==> src/rtl/pbd_pkg.sv <==
package pbd_pkg;
  typedef enum logic [1:0] {
    ST_IDLE  = 2'd0,
    ST_COUNT = 2'd1,
    ST_HOLD  = 2'd2
  } pbd_state_t;
endpackage

==> src/rtl/pbd_sync_edge.sv <==
module pbd_sync_edge #(
  parameter int STAGES = 2
) (
  input  logic clk,
  input  logic rst,
  input  logic din,
  output logic level,
  output logic rise
);
  logic [STAGES-1:0] chain;
  logic              prev;

  always_ff @(posedge clk) begin
    if (rst) begin
      chain <= '0;
      prev  <= 1'b0;
    end else begin
      chain <= {chain[STAGES-2:0], din};
      prev  <= chain[STAGES-1];
    end
  end

  assign level = chain[STAGES-1];
  assign rise  = chain[STAGES-1] & ~prev;


  single_rise_chk: assert property (@(posedge clk) disable iff (rst)
    rise |=> !rise);
endmodule

==> src/rtl/pbd_timer.sv <==
module pbd_timer #(
  parameter int LIMIT = 8
) (
  input  logic clk,
  input  logic rst,
  input  logic clear,
  input  logic run,
  output logic done
);
  localparam int TW = $clog2(LIMIT + 1);
  logic [TW-1:0] cnt;

  assign done = run && (cnt == TW'(LIMIT - 1));

  always_ff @(posedge clk) begin
    if (rst || clear) begin
      cnt <= '0;
    end else if (run) begin
      if (done) cnt <= '0;
      else      cnt <= cnt + 1'b1;
    end
  end


  timer_range_chk: assert property (@(posedge clk) disable iff (rst)
    cnt < TW'(LIMIT));
endmodule

==> src/rtl/pbd_pulse_counter.sv <==
module pbd_pulse_counter #(
  parameter int NUM_OUT = 3,
  parameter int CW      = 3
) (
  input  logic          clk,
  input  logic          rst,
  input  logic          clear,
  input  logic          inc,
  output logic [CW-1:0] count
);
  localparam logic [CW-1:0] SAT = CW'(NUM_OUT + 1);

  always_ff @(posedge clk) begin
    if (rst || clear)               count <= '0;
    else if (inc && (count != SAT)) count <= count + 1'b1;
  end


  count_sat_chk: assert property (@(posedge clk) disable iff (rst)
    count <= SAT);
endmodule

==> src/rtl/pbd_decode.sv <==
module pbd_decode #(
  parameter int NUM_OUT = 3,
  parameter int CW      = 3
) (
  input  logic [CW-1:0]      count,
  output logic [NUM_OUT-1:0] onehot,
  output logic               valid
);
  for (genvar i = 0; i < NUM_OUT; i++) begin : g_dec
    assign onehot[i] = (count == CW'(i + 1));
  end
  assign valid = |onehot;
endmodule

==> src/rtl/pulse_burst_decoder.sv <==
module pulse_burst_decoder
  import pbd_pkg::*;
#(
  parameter int NUM_OUT     = 3,
  parameter int IDLE_CYCLES = 500_000,
  parameter int HOLD_CYCLES = 300_000_000
) (
  input  logic               clk,
  input  logic               rst,
  input  logic               pulse_in,
  output logic [NUM_OUT-1:0] sel_out
);
  localparam int CW = $clog2(NUM_OUT + 2);

  pbd_state_t         state;
  logic               level, rise;
  logic               idle_done, hold_done;
  logic               cnt_inc, cnt_clear;
  logic [CW-1:0]      count;
  logic [NUM_OUT-1:0] dec_onehot;
  logic               dec_valid;
  logic [NUM_OUT-1:0] out_q;

  pbd_sync_edge #(.STAGES(2)) u_sync (
    .clk(clk), .rst(rst), .din(pulse_in), .level(level), .rise(rise)
  );

  pbd_timer #(.LIMIT(IDLE_CYCLES)) u_idle_tmr (
    .clk(clk), .rst(rst),
    .clear(level || (state != ST_COUNT)),
    .run((state == ST_COUNT) && !level),
    .done(idle_done)
  );

  pbd_timer #(.LIMIT(HOLD_CYCLES)) u_hold_tmr (
    .clk(clk), .rst(rst),
    .clear(state != ST_HOLD),
    .run(state == ST_HOLD),
    .done(hold_done)
  );

  pbd_pulse_counter #(.NUM_OUT(NUM_OUT), .CW(CW)) u_cnt (
    .clk(clk), .rst(rst), .clear(cnt_clear), .inc(cnt_inc), .count(count)
  );

  pbd_decode #(.NUM_OUT(NUM_OUT), .CW(CW)) u_dec (
    .count(count), .onehot(dec_onehot), .valid(dec_valid)
  );

  always_comb begin
    cnt_inc   = rise && (state != ST_HOLD);
    cnt_clear = 1'b0;
    case (state)
      ST_COUNT: cnt_clear = !rise && idle_done && !dec_valid;
      ST_HOLD:  cnt_clear = hold_done;
      default:  cnt_clear = 1'b0;
    endcase
  end

  always_ff @(posedge clk) begin
    if (rst) begin
      state <= ST_IDLE;
      out_q <= '0;
    end else begin
      case (state)
        ST_IDLE: begin
          if (rise) state <= ST_COUNT;
        end
        ST_COUNT: begin
          if (!rise && idle_done) begin
            if (dec_valid) begin
              out_q <= dec_onehot;
              state <= ST_HOLD;
            end else begin
              state <= ST_IDLE;
            end
          end
        end
        ST_HOLD: begin
          if (hold_done) begin
            out_q <= '0;
            state <= ST_IDLE;
          end
        end
        default: state <= ST_IDLE;
      endcase
    end
  end

  assign sel_out = out_q;


  reset_clear_chk: assert property (@(posedge clk)
    rst |=> (out_q == '0 && state == ST_IDLE && count == '0));

  onehot_out_chk: assert property (@(posedge clk) disable iff (rst)
    $onehot0(out_q));

  rise_from_count_chk: assert property (@(posedge clk) disable iff (rst)
    $rose(|out_q) |-> $past(state) == ST_COUNT);

  hold_count_frozen_chk: assert property (@(posedge clk) disable iff (rst)
    (state == ST_HOLD && !hold_done) |=> $stable(count) && $stable(out_q));

  hold_release_chk: assert property (@(posedge clk) disable iff (rst)
    (state == ST_HOLD && hold_done) |=> (out_q == '0 && count == '0));
endmodule

==> config.mk <==
export PLATFORM = sky130hd
export DESIGN_NAME = pulse_burst_decoder
export DESIGN_NICKNAME = d
export VERILOG_FILES = /design/src/rtl/pbd_pkg.sv /design/src/rtl/pbd_sync_edge.sv /design/src/rtl/pbd_timer.sv /design/src/rtl/pbd_pulse_counter.sv /design/src/rtl/pbd_decode.sv /design/src/rtl/pulse_burst_decoder.sv
export SDC_FILE = /design/constraint.sdc
export NUM_CORES = 1
export LEC_CHECK = 0
export ABC_CLOCK_PERIOD_IN_PS = 2400
export BUFFER_PORTS_ARGS = -buffer_cell sky130_fd_sc_hd__buf_2
export CAP_MARGIN = 10
export CORE_ASPECT_RATIO = 0.8
export CORE_UTILIZATION = 60
export DETAILED_ROUTE_END_ITERATION = 6
export MAX_ROUTING_LAYER = met4
export PLACE_DENSITY = 0.77
export SYNTH_ARGS = -nofsm -noshare
export SYNTH_HDL_FRONTEND = slang
export SYNTH_SLANG_ARGS = --single-unit
==> constraint.sdc <==
create_clock -name clk -period 2.4 [get_ports clk]
set_input_delay 0.24 -clock clk [delete_from_list [all_inputs] [get_ports clk]]
set_output_delay 0.24 -clock clk [all_outputs]
set_load 0.005 [all_outputs]
-- Word-level counts from Yosys, hierarchy flattened
Index checks and enable logic that the tools add are counted.
- register bits: 59
- input bits: 3
- output and inout port bits: 3
- word-level logic and storage cells: 57
- add/subtract/negate cells: 3
- equal/unequal tests: 14
- multiplexer cells: 12
- bitwise operators: 2
- reductions and logical operators: 19
- operators with widths (cell ; count):
    $add A29 B1 Y29 const B ; 1
    $eq A29 B29 Y1 const B ; 1
    $mux W29 ; 1
    $add A19 B1 Y19 const B ; 1
    $eq A19 B19 Y1 const B ; 1
    $mux W19 ; 1
    $mux W3 ; 3
    $mux W2 ; 4
    $ne A2 B2 Y1 const B ; 4
    $logic_and A1 B1 Y1 ; 7
    $eq A3 B2 Y1 const B ; 2
    $pmux W2 S3 ; 1
    $pmux W3 S2 ; 1
    $logic_or A1 B1 Y1 ; 4
    $ne A2 B1 Y1 const B ; 2
    $reduce_and A4 Y1 ; 1
    $add A3 B1 Y3 const B ; 1
    $eq A3 B1 Y1 const B ; 1
    $logic_not A1 Y1 ; 3
    $ne A3 B3 Y1 const B ; 1
    $reduce_and A3 Y1 ; 1
    $reduce_or A3 Y1 ; 1
    $eq A2 B1 Y1 const B ; 1
    $eq A2 B2 Y1 const B ; 1
    5 further kinds ; 5

-- Logic depth before layout (Yosys ltp)
Gate-level depths: netlist (run 1).
- depth after elaboration: 7
- mapped depth: 8
- mapped depth without buffers: 7

-- Cells and area by module
A second synthesis (run 1) with hierarchy kept.
- cell total of the unflattened synthesis: 348
- area total of the unflattened synthesis: 3195.6 um^2
- modules (own cells, without submodules) (module ; times used ; cells an instance ; area each (um^2) ; seq. area each (um^2)):
    pbd_timer (u_hold_tmr) ; 1 ; 168 ; 1497.7 ; 580.6
    pbd_timer (u_idle_tmr) ; 1 ; 111 ; 963.4 ; 380.4
    pulse_burst_decoder ; 1 ; 41 ; 422.9 ; 100.1
    pbd_pulse_counter ; 1 ; 17 ; 188.9 ; 60.1
    pbd_sync_edge ; 1 ; 7 ; 87.6 ; 60.1
    pbd_decode ; 1 ; 4 ; 35.0 ; 0.0

-- Worst setup path before layout (run 1)
No wires, ideal clock.
- path type: register -> register
- start: register state[0]
- end: register u_hold_tmr.cnt[27]
- library setup time: 0.126 ns
- arrival time: 1.900 ns
- required time: 2.274 ns
- path slack: 0.375 ns
- cell stages (with the launch flop): 9
- buffers on the path: 1
- period minus slack after synthesis: 2.025 ns
- cells stage by stage: dfxtp_1 inv_1 ha_1 clkbuf_1 nand3_1 nor4_1 nand4_1 xor2_1 nor2_1
- word-level cells in the longest chain between the ends: 3
- elaborated cells between the ends (all ways): 5
- those cells by class: eq/ne (2); mux (1); reduce/logical (2)
- RTL lines (what ; line ; text):
    from (decl) ; pulse_burst_decoder.sv:15 ; pbd_state_t state;
    from (signal assigned) ; pulse_burst_decoder.sv:62 ; state <= ST_IDLE;
    from (signal assigned) ; pulse_burst_decoder.sv:67 ; if (rise) state <= ST_COUNT;
    from (signal assigned) ; pulse_burst_decoder.sv:73 ; state <= ST_HOLD;
    $eq A2 B2 Y1 ; pulse_burst_decoder.sv:38 ; .run(state == ST_HOLD),
    $logic_and A1 B1 Y1 ; pbd_timer.sv:13 ; assign done = run && (cnt == TW'(LIMIT - 1));
    $mux W29 ; pbd_timer.sv:19 ; if (done) cnt <= '0;
    to (signal assigned) ; pbd_timer.sv:20 ; else cnt <= cnt + 1'b1;
    to (decl) ; pbd_timer.sv:11 ; logic [TW-1:0] cnt;
Several ways; a longest one is shown, not always the timed one.
A chain may end at the register's enable or synchronous reset.

-- Worst setup path in the final report (run 1)
- start: register u_idle_tmr.cnt[5]
- end: register state[1]
- word-level cells in the longest chain between the ends: 5
- RTL lines (what ; line ; text):
    from (decl) ; pbd_timer.sv:11 ;
    from (signal assigned) ; pbd_timer.sv:20 ;
    $eq A19 B19 Y1 ; pbd_timer.sv:13 ;
    $logic_and A1 B1 Y1 ; pbd_timer.sv:13 ;
    $logic_and A1 B1 Y1 ; pulse_burst_decoder.sv:70 ; if (!rise && idle_done) begin
    $ne A2 B1 Y1 (no line) ; n/a ;
    $reduce_and A3 Y1 (no line) ; n/a ;
    to (signal assigned) ; pulse_burst_decoder.sv:67 ;
    to (signal assigned) ; pulse_burst_decoder.sv:73 ;
    to (signal assigned) ; pulse_burst_decoder.sv:75 ; state <= ST_IDLE;
Every way passes these cells.

==> metrics.cfg, run 1 <==
[cells_and_area]
final_cell_area_mm2 = 0.00302
nets = 340
area_growth_pct = 10.7
final_cells = 388
multiInputGateArea_mm2 = 0.00147
diodes = 0
regArea_mm2 = 0.00118
n_fill_cell = 336
drive_gt1_frac = 0.0967

[run_status]
status = complete, no violations

[worst_setup_path]
rr_worst_depth = 5
slowest_stage = or4b_4
critPathKind = reg -> reg
critPathMaxStageDelay_ps = 560
path_buf_inv = 0
worstReg2RegStart = u_idle_tmr.cnt[5]
critPathRequiredTime_ps = 2670
critPathArrivalTime_ps = 2420
crit_path_end_kind = register
critPathTopFamily = simple AND/OR/NAND/NOR gates
worst-path-max-fanout = 6
r2r_end = state[1]
crit_chain = or4b_4 -> nor4_4 -> and3_1 -> or3b_1 -> a31oi_1
worst-r2r-setup-slack_ps = 250
start_kind = register

[sta]
fmax_mhz = 465
skew_ps = 7.81
finalSetupTns_ps = 0
worst_slew_pin_slew_ps = 652
final_max_slew_viol_count = 0
slew-limit-headroom = 0.562
final_hold_viol_count = 0
fin_ws_ps = 252
period_needed_ps = 2150
finalCritPeriodShare = 0.895
rsz0062_at_grt = false
setup_viol = 0
whs_ps = 120

[floorplanning]
die_w_um = 77.4
core_area_mm2 = 0.00428
rows = 21
die_h_um = 62.3
io_pins = 6
die_area_mm2 = 0.00483
start_util = 0.638

[placement]
pre_cts_ws_ps = 242
place.gp.congestion = 0.803
hpwl_mm = 3.53
portBuffers = 5
placed_cells = 373
dpl_cell_area_mm2 = 0.00285

[synthesis]
synth_top_area_share = 0.432
ys_types = 41
synth_warnings = 0
syn-cell-area_mm2 = 0.00273
syn_avg_cell_area_um2 = 8.78
syn_nets = 324
synth_cells = 311
ys_seq_area_frac = 0.432
synth-seq-cells = 59
yosysTopAreaCell = dfxtp_1
synthTopCellsByArea = dfxtp_1 43%, xor2_1 10%, nor2_1 7.4%

[global_routing]
antenna_found_initial = 0
grt_pass1_wl_mm = 8.86
track_usage = 0.244
grt_max_degree = 28
gr-total-overflow = 0
grt_pass1_vias = 1929

[power_and_ir_drop]
p_leak_uw = 0.000991
peakVddDrop_uv = 518
powerDensity_mw_per_mm2 = 612

[drt]
drt-vias-per-instance = 5.42
drtAntennaViolNets = 0
drc = 0
routed_wl_mm = 5.10
drtIter0Drc = 150
dr_total_vias = 2104
drt_pass1_iterations = 4
routedWlPerCell_um = 13.2

[worst_hold_path]
hold_depth = 2
min_from = pulse_in
hp-class = in -> reg
min_to = u_sync.chain[0]

[clock_tree]
post_cts_buffers = 0
hold_buffers = 0
cts_tree = built
clkSinkCount = 59
ctsResizeCount = 0
numCtsBuffers = 9
insertion_delay_ps = 340
clkTransAtPathRegs_ps = 70
cts_buffer_depth = 2
cts-root-buf = clkbuf_8
cts_max_level = 3

[job]
drv_cap = 0

-- cells in the final DEF (no fill, tap or decap), types with 2 or more instances in the layout --
| cell type | count |
|---|---|
| a21oi_1 | 6 |
| nand2_1 | 17 |
| nor3_1 | 13 |
| dfxtp_1 | 59 |
| clkbuf_8 | 9 |
| buf_2 | 5 |
| nand3_1 | 22 |
| or3_1 | 2 |
| and4_2 | 2 |
| inv_1 | 14 |
| and3_1 | 7 |
| o21ai_0 | 4 |
| xnor2_1 | 12 |
| clkinv_2 | 2 |
| nor4_1 | 6 |
| buf_4 | 6 |
| clkbuf_1 | 3 |
| nor2b_1 | 3 |
| or2_2 | 2 |
| nand2b_1 | 3 |
| nor2_1 | 54 |
| nand4b_1 | 4 |
| xor2_1 | 32 |
| nand4_1 | 15 |
| ha_1 | 10 |
-- cell type report --
type | instances | area share
multi-input combinational | 232 | 0.487
sequential | 59 | 0.391
clock buffer | 12 | 0.0447
tap | 57 | 0.0236
timing repair buffer | 11 | 0.0232
inverter | 14 | 0.0174
clock inverter | 3 | 0.0132
-- per-stage QoR --
step | utilization | power (µW)
final | 0.706 | 1850
after global routing | 0.706 | 1920
after CTS | 0.706 | 1870
after detailed placement | 0.665 | 1040
after global placement | 0.665 | 1040
after floorplan | - | 1030
-- where the power goes --
part,internal [µW],total (µW),switching (µW)
Sequential,984,987,2.96
Combinational,13.2,32.1,18.9
Clock,471,832,361
Total,1470,1850,383
-- sequential cells by signal (all words and copies together), names as in the netlist --
name,flops
sel_out,3
state,2
u_cnt.count,3
u_hold_tmr.cnt,29
u_idle_tmr.cnt,19
u_sync.chain,2
u_sync.prev,1
-- routing by layer --
metal	track usage	part of all wire	vias up
met4	0.0637	0.0090	0
met3	0.0926	0.052	7
met2	0.331	0.41	38
li1	-	-	1106
met1	0.336	0.53	953
met5	-	0	-
-- cells in the mapped netlist --
master,n
o21ai_2,1
clkbuf_1,4
or4b_4,1
o21bai_1,1
a211o_1,1
or3b_1,1
mux2i_1,1
nor4_4,1
o41a_1,1
or2_2,2
nand2_1,17
nor2b_1,3
nor4b_1,1
nand2b_1,3
ha_1,10
o31a_1,1
a21oi_1,6
nand4b_1,4
nor4_1,6
and4b_1,1
inv_1,14
nor4_2,1
or3_1,2
xor2_1,32
o21ai_0,4
and2_1,1
buf_2,1
o221ai_1,1
nor2_1,54
a31oi_1,1
dfxtp_1,59
o21a_1,1
and3_1,7
nor3_1,13
nand4_1,15
a32oi_1,1
nand3_1,22
buf_1,1
xnor2_1,12
or4_4,1
and4_2,2
-- cells by family (layout without fill, tap and decap cells) --
group | after synthesis | count (layout) | share of synthesized area
AOI/OAI and AO/OA | 19 | 19 | 0.0463
xor gates and xnor gates | 44 | 44 | 0.141
adders and majority gates | 10 | 10 | 0.0458
buffers and inverters | 20 | 40 | 0.0279
DFF | 59 | 59 | 0.432
muxes | 1 | 1 | 0.00366
and+or+nand+nor | 158 | 158 | 0.303
-- how the worst max path moves through the flow --
| stage | startpoint | to | slack, ps | cells after the start |
|---|---|---|---|---|
| 6_report | u_idle_tmr.cnt[5] | state[1] | 250 | 5 |
| 3_3_place_gp | u_idle_tmr.cnt[9] | state[1] | 310 | 5 |
| 5_1_grt | u_idle_tmr.cnt[9] | state[1] | 150 | 5 |
| 2_1_floorplan | state[0] | u_hold_tmr.cnt[27] | 370 | 8 |
| 4_1_cts | u_idle_tmr.cnt[9] | state[1] | 250 | 5 |
| 3_5_place_dp | u_idle_tmr.cnt[9] | state[1] | 240 | 5 |
(Power assumes the default switching activity.)
==> run 2, diff against run 1 <==
--- a/config.mk
+++ b/config.mk
@@ -9,10 +9,9 @@
 export BUFFER_PORTS_ARGS = -buffer_cell sky130_fd_sc_hd__buf_2
 export CAP_MARGIN = 10
 export CORE_ASPECT_RATIO = 0.8
-export CORE_UTILIZATION = 60
+export CORE_UTILIZATION = 41
 export DETAILED_ROUTE_END_ITERATION = 6
 export MAX_ROUTING_LAYER = met4
-export PLACE_DENSITY = 0.77
 export SYNTH_ARGS = -nofsm -noshare
 export SYNTH_HDL_FRONTEND = slang
 export SYNTH_SLANG_ARGS = --single-unit
==> metrics.cfg, run 2 (synthesis gave the netlist of run 1 again) <==
[worst_setup_path]
crit_chain = or4_4 -> nor4_4 -> and3_1 -> or3b_1 -> a31oi_1  ; was or4b_4 -> nor4_4 -> and3_1 -> or3b_1 -> a31oi_1
worstReg2RegStart = u_idle_tmr.cnt[9]  ; was u_idle_tmr.cnt[5]
start_kind = register  ; unchanged
crit_path_end_kind = register  ; unchanged
critPathKind = reg -> reg  ; unchanged
critPathArrivalTime_ps = 2430  ; was 2420 ps
crit_path_end = state[1]  ; unchanged
slowest_stage = or4_4  ; was or4b_4
worstSetupStartpoint = u_idle_tmr.cnt[9]  ; was u_idle_tmr.cnt[5]
worst-path-max-fanout = 6  ; unchanged
worst-r2r-setup-slack_ps = 240  ; was 250 ps
critPathMaxStageDelay_ps = 560  ; about the same
critPathRequiredTime_ps = 2660  ; was 2670 ps
rr_worst_depth = 5  ; unchanged
r2r_end = state[1]  ; unchanged

[drt]
routedWlPerCell_um = 12.1  ; was 13.2 µm
drtAntennaViolNets = 0  ; unchanged
drtIter0Drc = 83  ; was 150
drt_pass1_iterations = 4  ; unchanged
drt-vias-per-instance = 5.03  ; was 5.42
routed_wl_mm = 5.01  ; was 5.10 mm
drc = 0  ; unchanged
dr_total_vias = 2086  ; was 2104

[cells_and_area]
nets = 339  ; was 340
multiInputGateArea_mm2 = 0.00147  ; unchanged
largest_reg_flops = 29  ; unchanged
layout_commonest_cell = dfxtp_1  ; unchanged
regArea_mm2 = 0.00118  ; unchanged
n_fill_cell = 623  ; was 336
top_register = u_hold_tmr.cnt  ; unchanged
layout_common_cells = 59 x dfxtp_1, 54 x nor2_1, 32 x xor2_1  ; unchanged
drive_gt1_frac = 0.0937  ; was 0.0967
top_regs = u_hold_tmr.cnt x29, u_idle_tmr.cnt x19  ; unchanged
diodes = 0  ; unchanged
fin_util = 0.478  ; was 0.706
area_growth_pct = 12.1  ; was 10.7%

[sta]
final_max_slew_viol_count = 0  ; unchanged
slew-limit-headroom = 0.567  ; was 0.562
period_needed_ps = 2160  ; was 2150 ps
skew_ps = 7.67  ; was 7.81 ps
whs_ps = 119  ; was 120 ps
final_hold_viol_count = 0  ; unchanged
rsz0062_at_grt = false  ; unchanged
finalCritPeriodShare = 0.901  ; was 0.895
setup_viol = 0  ; unchanged
worst_slew_pin_slew_ps = 644  ; was 652 ps
fmax_mhz = 463  ; was 465 MHz
finalSetupTns_ps = 0  ; unchanged

[placement]
place.gp.congestion = 0.748  ; was 0.803
portBuffers = 5  ; unchanged
hpwl_mm = 3.51  ; was 3.53 mm

[floorplanning]
start_util = 0.426  ; was 0.638
io_pins = 6  ; unchanged
rows = 26  ; was 21
die_area_mm2 = 0.00699  ; was 0.00483 mm²
die_w_um = 93.3  ; was 77.4 µm
core_area_mm2 = 0.00641  ; was 0.00428 mm²
die_h_um = 75.0  ; was 62.3 µm

[clock_tree]
cts_tree = built  ; unchanged
cts-root-buf = clkbuf_8  ; unchanged
hold_buffers = 0  ; unchanged
cts_max_level = 3  ; unchanged
cts_buffer_depth = 2  ; unchanged
clkSinkCount = 59  ; unchanged
clkTransAtPathRegs_ps = 60  ; was 70 ps
ctsResizeCount = 0  ; unchanged
numCtsBuffers = 9  ; unchanged
insertion_delay_ps = 330  ; was 340 ps
post_cts_buffers = 0  ; unchanged

[power_and_ir_drop]
p_switching_uw = 382  ; was 383 µW
combPwrFrac = 0.017  ; about the same
clock_power_share = 0.460  ; was 0.449
peakVddDrop_uv = 380  ; was 518 µV
internal_power_uw = 1500  ; was 1470 µW
p_leak_uw = 0.000993  ; was 0.000991 µW
finalPower_uw = 1890  ; was 1850 µW
p_seq_frac = 0.523  ; was 0.533
powerDensity_mw_per_mm2 = 616  ; was 612 mW/mm²
p_sw_frac = 0.203  ; was 0.207

[worst_hold_path]
hold_depth = 2  ; unchanged
hp-class = in -> reg  ; unchanged

[global_routing]
grt_max_degree = 28  ; unchanged
track_usage = 0.170  ; was 0.244
grt_pass1_vias = 1930  ; was 1929
antenna_found_initial = 0  ; unchanged
gr-total-overflow = 0  ; unchanged
grt_pass1_wl_mm = 8.79  ; was 8.86 mm

[run_status]
status = complete, no violations  ; unchanged

[job]
drv_cap = 0  ; unchanged

[run 2: cell types whose count changed in the layout (fill, tap and decap cells not counted), sizes merged]
cell    previous run  this run
buf               11        10
clkbuf            12        14
clkinv             2         1
[run 2: area by class of cell]
| class | instances | share of cell area |
|---|---|---|
| well taps | 84 | 0.0343 |
| clock buffers | 14 | 0.0498 |
| inverters | 14 | 0.0172 |
| repair buffers | 10 | 0.0204 |
| clock inverters | 2 | 0.0114 |
| multi-input cells | 232 | 0.481 |
| flip-flops and latches | 59 | 0.386 |
[run 2: power groups by stage]
stage / Clock [µW] / Combinational (µW) / Sequential, µW
global route: 939 / 36.9 / 987
global placement: 0 / 32.3 / 1010
floorplan: 0 / 23.9 / 1010
finish: 868 / 32.0 / 987
detailed placement: 0 / 32.6 / 1010
CTS: 897 / 32.8 / 987
[run 2: critical path, delay by kind of cell, from the launching register on]
family,cells,cell delay [ps]
AND/OR/NAND/NOR,4,1570
AO/OA/AOI/OAI,1,160
flip-flops,1,360
[run 2: metrics by stage]
step / instances / cell area [µm²] / worst slack, ps
floorplan: 311 / 2730 / 375
global placement: 399 / 2880 / 296
detailed placement: 399 / 2880 / 265
CTS: 415 / 3060 / 250
global route: 415 / 3060 / 92.1
finish: 415 / 3060 / 238
[run 2: how the worst min path moves through the flow]
stage,start,end,slack [ps]
floorplan,rst,u_sync.chain[0],310
CTS,pulse_in,u_sync.chain[0],100
global placement,u_sync.chain[0],u_sync.chain[1],420
finish,pulse_in,u_sync.chain[0],120
global route,pulse_in,u_sync.chain[0],120
detailed placement,u_sync.chain[0],u_sync.chain[1],440
[run 2: layer usage]
layer  track usage  up-vias  part of all wire
met1         0.225      950              0.55
met2         0.234       32              0.40
met4        0.0615        0            0.0062
met5             -        -                 0
met3        0.0636        4             0.045
li1              -     1100                 -
==> run 3, diff against run 2 <==
--- a/config.mk
+++ b/config.mk
@@ -5,6 +5,7 @@
 export SDC_FILE = /design/constraint.sdc
 export NUM_CORES = 1
 export LEC_CHECK = 0
+export ABC_AREA = 1
 export ABC_CLOCK_PERIOD_IN_PS = 2400
 export BUFFER_PORTS_ARGS = -buffer_cell sky130_fd_sc_hd__buf_2
 export CAP_MARGIN = 10
==> metrics.cfg, run 3 <==
[synthesis]
ys.flop_type = dfxtp_1  ; unchanged
synth_common_cells = 99 x nand2_1, 95 x nor2_1, 69 x inv_1  ; was 59 x dfxtp_1, 54 x nor2_1, 32 x xor2_1
muxShareOfSynthArea = 0.00351  ; was 0.00366
syn_nets = 486  ; was 324
synth-edff-count = 0  ; unchanged
ys_types = 33  ; was 41
synth_warnings = 0  ; unchanged
synth-simple-area-share = 0.408  ; was 0.303
async_flop_share = 0  ; unchanged
synth-seq-cells = 59  ; unchanged
synth_top_family_by_area = simple AND/OR/NAND/NOR gates  ; unchanged
synthTopCellsByArea = dfxtp_1 37%, nand2_1 12%, nor2_1 11%  ; was dfxtp_1 43%, xor2_1 10%, nor2_1 7.4%
syn-cell-area_mm2 = 0.00321  ; was 0.00273 mm²
synth_cells = 473  ; was 311
synth_top_area_share = 0.368  ; was 0.432
synthXorXnorAreaFrac = 0.0355  ; was 0.141
synth-compound-area-share = 0.0527  ; was 0.0463
yosysTopAreaCell = dfxtp_1  ; unchanged
synthAdderAreaFrac = 0.0390  ; was 0.0458
ys_seq_area_frac = 0.368  ; was 0.432
syn_avg_cell_area_um2 = 6.78  ; was 8.78 µm²
post-synth-top-count-cell = nand2_1  ; was dfxtp_1

[drt]
drtIter0Drc = 158  ; was 83
drt-vias-per-instance = 4.77  ; was 5.03
routed_wl_mm = 6.87  ; was 5.01 mm
dr_wl_met2_mm = 2.76  ; was 2.02 mm
wirelength_met1_mm = 3.64  ; was 2.73 mm
drc = 0  ; unchanged
dr_total_vias = 2848  ; was 2086
drt_pass1_iterations = 5  ; was 4
routedWlPerCell_um = 11.5  ; was 12.1 µm
wl_met3_um = 390  ; was 226 µm
highest_layer = met4  ; unchanged
drtAntennaViolNets = 0  ; unchanged

[worst_hold_path]
hold_depth = 3  ; was 2
min_from = pulse_in  ; unchanged
hp-class = in -> reg  ; unchanged
min_to = u_sync.chain[0]  ; unchanged

[global_routing]
grt_pass1_wl_mm = 12.0  ; was 8.79 mm
antenna_found_initial = 0  ; unchanged
grt_max_degree = 15  ; was 28
grt_pass1_vias = 2593  ; was 1930
track_usage = 0.197  ; was 0.170
gr-total-overflow = 0  ; unchanged

[power_and_ir_drop]
peakVddDrop_uv = 371  ; was 380 µV
p_leak_uw = 0.00139  ; was 0.000993 µW
powerDensity_mw_per_mm2 = 652  ; was 616 mW/mm²

[sta]
period_needed_ps = 1910  ; was 2160 ps
skew_ps = 17.5  ; was 7.67 ps
finalCritPeriodShare = 0.797  ; was 0.901
rsz0062_at_grt = false  ; unchanged
final_hold_viol_count = 0  ; unchanged
fmax_mhz = 523  ; was 463 MHz
worst_slew_pin_slew_ps = 759  ; was 644 ps
finalSetupTns_ps = 0  ; unchanged
slew-limit-headroom = 0.490  ; was 0.567
final_max_slew_viol_count = 0  ; unchanged
fin_ws_ps = 487  ; was 238 ps
setup_viol = 0  ; unchanged

[worst_setup_path]
r2r_end = u_hold_tmr.cnt[15]  ; was state[1]
critPathArrivalTime_ps = 2200  ; was 2430 ps
crit_path_end_kind = register  ; unchanged
critPathRequiredTime_ps = 2690  ; was 2660 ps
critPathKind = reg -> reg  ; unchanged
rr_worst_depth = 8  ; was 5
worst-path-max-fanout = 14  ; was 6
worst-r2r-setup-slack_ps = 490  ; was 240 ps
worstReg2RegStart = state[0]  ; was u_idle_tmr.cnt[9]
start_kind = register  ; unchanged

[floorplanning]
die_h_um = 81.1  ; was 75.0 µm
rows = 28  ; was 26
core_area_mm2 = 0.00750  ; was 0.00641 mm²
start_util = 0.428  ; was 0.426
io_pins = 6  ; unchanged
die_w_um = 101  ; was 93.3 µm
die_area_mm2 = 0.00818  ; was 0.00699 mm²

[clock_tree]
post_cts_buffers = 0  ; unchanged
cts_max_level = 3  ; unchanged
clkTransAtPathRegs_ps = 70  ; was 60 ps
hold_buffers = 0  ; unchanged
clkSinkCount = 59  ; unchanged
cts-root-buf = clkbuf_8  ; unchanged
cts_buffer_depth = 2  ; unchanged
ctsResizeCount = 0  ; unchanged
numCtsBuffers = 9  ; unchanged
insertion_delay_ps = 350  ; was 330 ps
cts_tree = built  ; unchanged

[cells_and_area]
area_growth_pct = 10.8  ; was 12.1%
layout_commonest_cell = nand2_1  ; was dfxtp_1
nets = 500  ; was 339
n_fill_cell = 793  ; was 623
diodes = 0  ; unchanged
layout_common_cells = 99 x nand2_1, 95 x nor2_1, 69 x inv_1  ; was 59 x dfxtp_1, 54 x nor2_1, 32 x xor2_1
top_register = u_hold_tmr.cnt  ; unchanged
drive_gt1_frac = 0.114  ; was 0.0937
top_regs = u_hold_tmr.cnt x29, u_idle_tmr.cnt x19  ; unchanged
largest_reg_flops = 29  ; unchanged

[job]
drv_cap = 0  ; unchanged

[run_status]
status = complete, no violations  ; unchanged

[placement]
hpwl_mm = 5.15  ; was 3.51 mm
portBuffers = 5  ; unchanged
place.gp.congestion = 0.894  ; was 0.748
pre_cts_ws_ps = 492  ; was 265 ps

==> run 3: cells by family after synthesis <==
kind of cell	count (synthesis)
DFF	59
and+or+nand+nor	281
AOI/OAI and AO/OA	32
muxes	1
adders and majority gates	10
xor gates and xnor gates	13
buffers and inverters	77
==> run 3: area by class of cell <==
cell class / instances / area [µm²] / share of cell area
clock buffers: 9 / 124 / 0.0349
multi-input cells: 337 / 1730 / 0.486
inverters: 74 / 280 / 0.0789
repair buffers: 6 / 32.5 / 0.00916
well taps: 105 / 131 / 0.0370
flip-flops and latches: 59 / 1180 / 0.333
clock inverters: 7 / 76.3 / 0.0215
==> run 3: power breakdown <==
part / internal, µW / switching [µW] / total [µW]
logic: 109 / 244 / 353
clock network: 484 / 444 / 928
registers: 1020 / 19.0 / 1040
==> run 3: how the worst max path moves through the flow <==
| stage | start | end | slack, ps | depth (start not counted) |
|---|---|---|---|---|
| 2_1_floorplan | state[0] | u_hold_tmr.cnt[15] | 850 | 10 |
| 3_3_place_gp | state[0] | u_hold_tmr.cnt[15] | 600 | 8 |
| 3_5_place_dp | state[0] | u_hold_tmr.cnt[15] | 490 | 8 |
| 4_1_cts | state[0] | u_hold_tmr.cnt[15] | 480 | 8 |
| 5_1_grt | state[0] | u_hold_tmr.cnt[15] | 320 | 8 |
| 6_report | state[0] | u_hold_tmr.cnt[15] | 490 | 8 |
==> run 3: metal layers <==
| layer | GRT usage | up-vias |
|---|---|---|
| li1 | - | 1514 |
| met1 | 0.270 | 1261 |
| met2 | 0.275 | 68 |
| met3 | 0.0542 | 5 |
| met4 | 0.0681 | 0 |
| met5 | - | - |
==> run 3: critical path, stage by stage (launching register included) <==
cell	delay, ps
dfxtp_1	320
inv_1	90
ha_1	220
inv_4	90
nor2_4	130
inv_1	170
nor2_2	510
o21ai_0	190
nor2_1	130
==> run 3: per-stage QoR <==
step	utilization	hold slack (ps)	instance area, µm²	total power, µW	cells
final	0.474	87.7	3550	2320	597
after global routing	0.474	93.0	3550	2440	597
after CTS	0.474	72.9	3550	2340	597
after detailed placement	0.447	398	3350	1410	581
after global placement	0.447	401	3350	1400	581
after floorplan	-	311	3210	1320	473
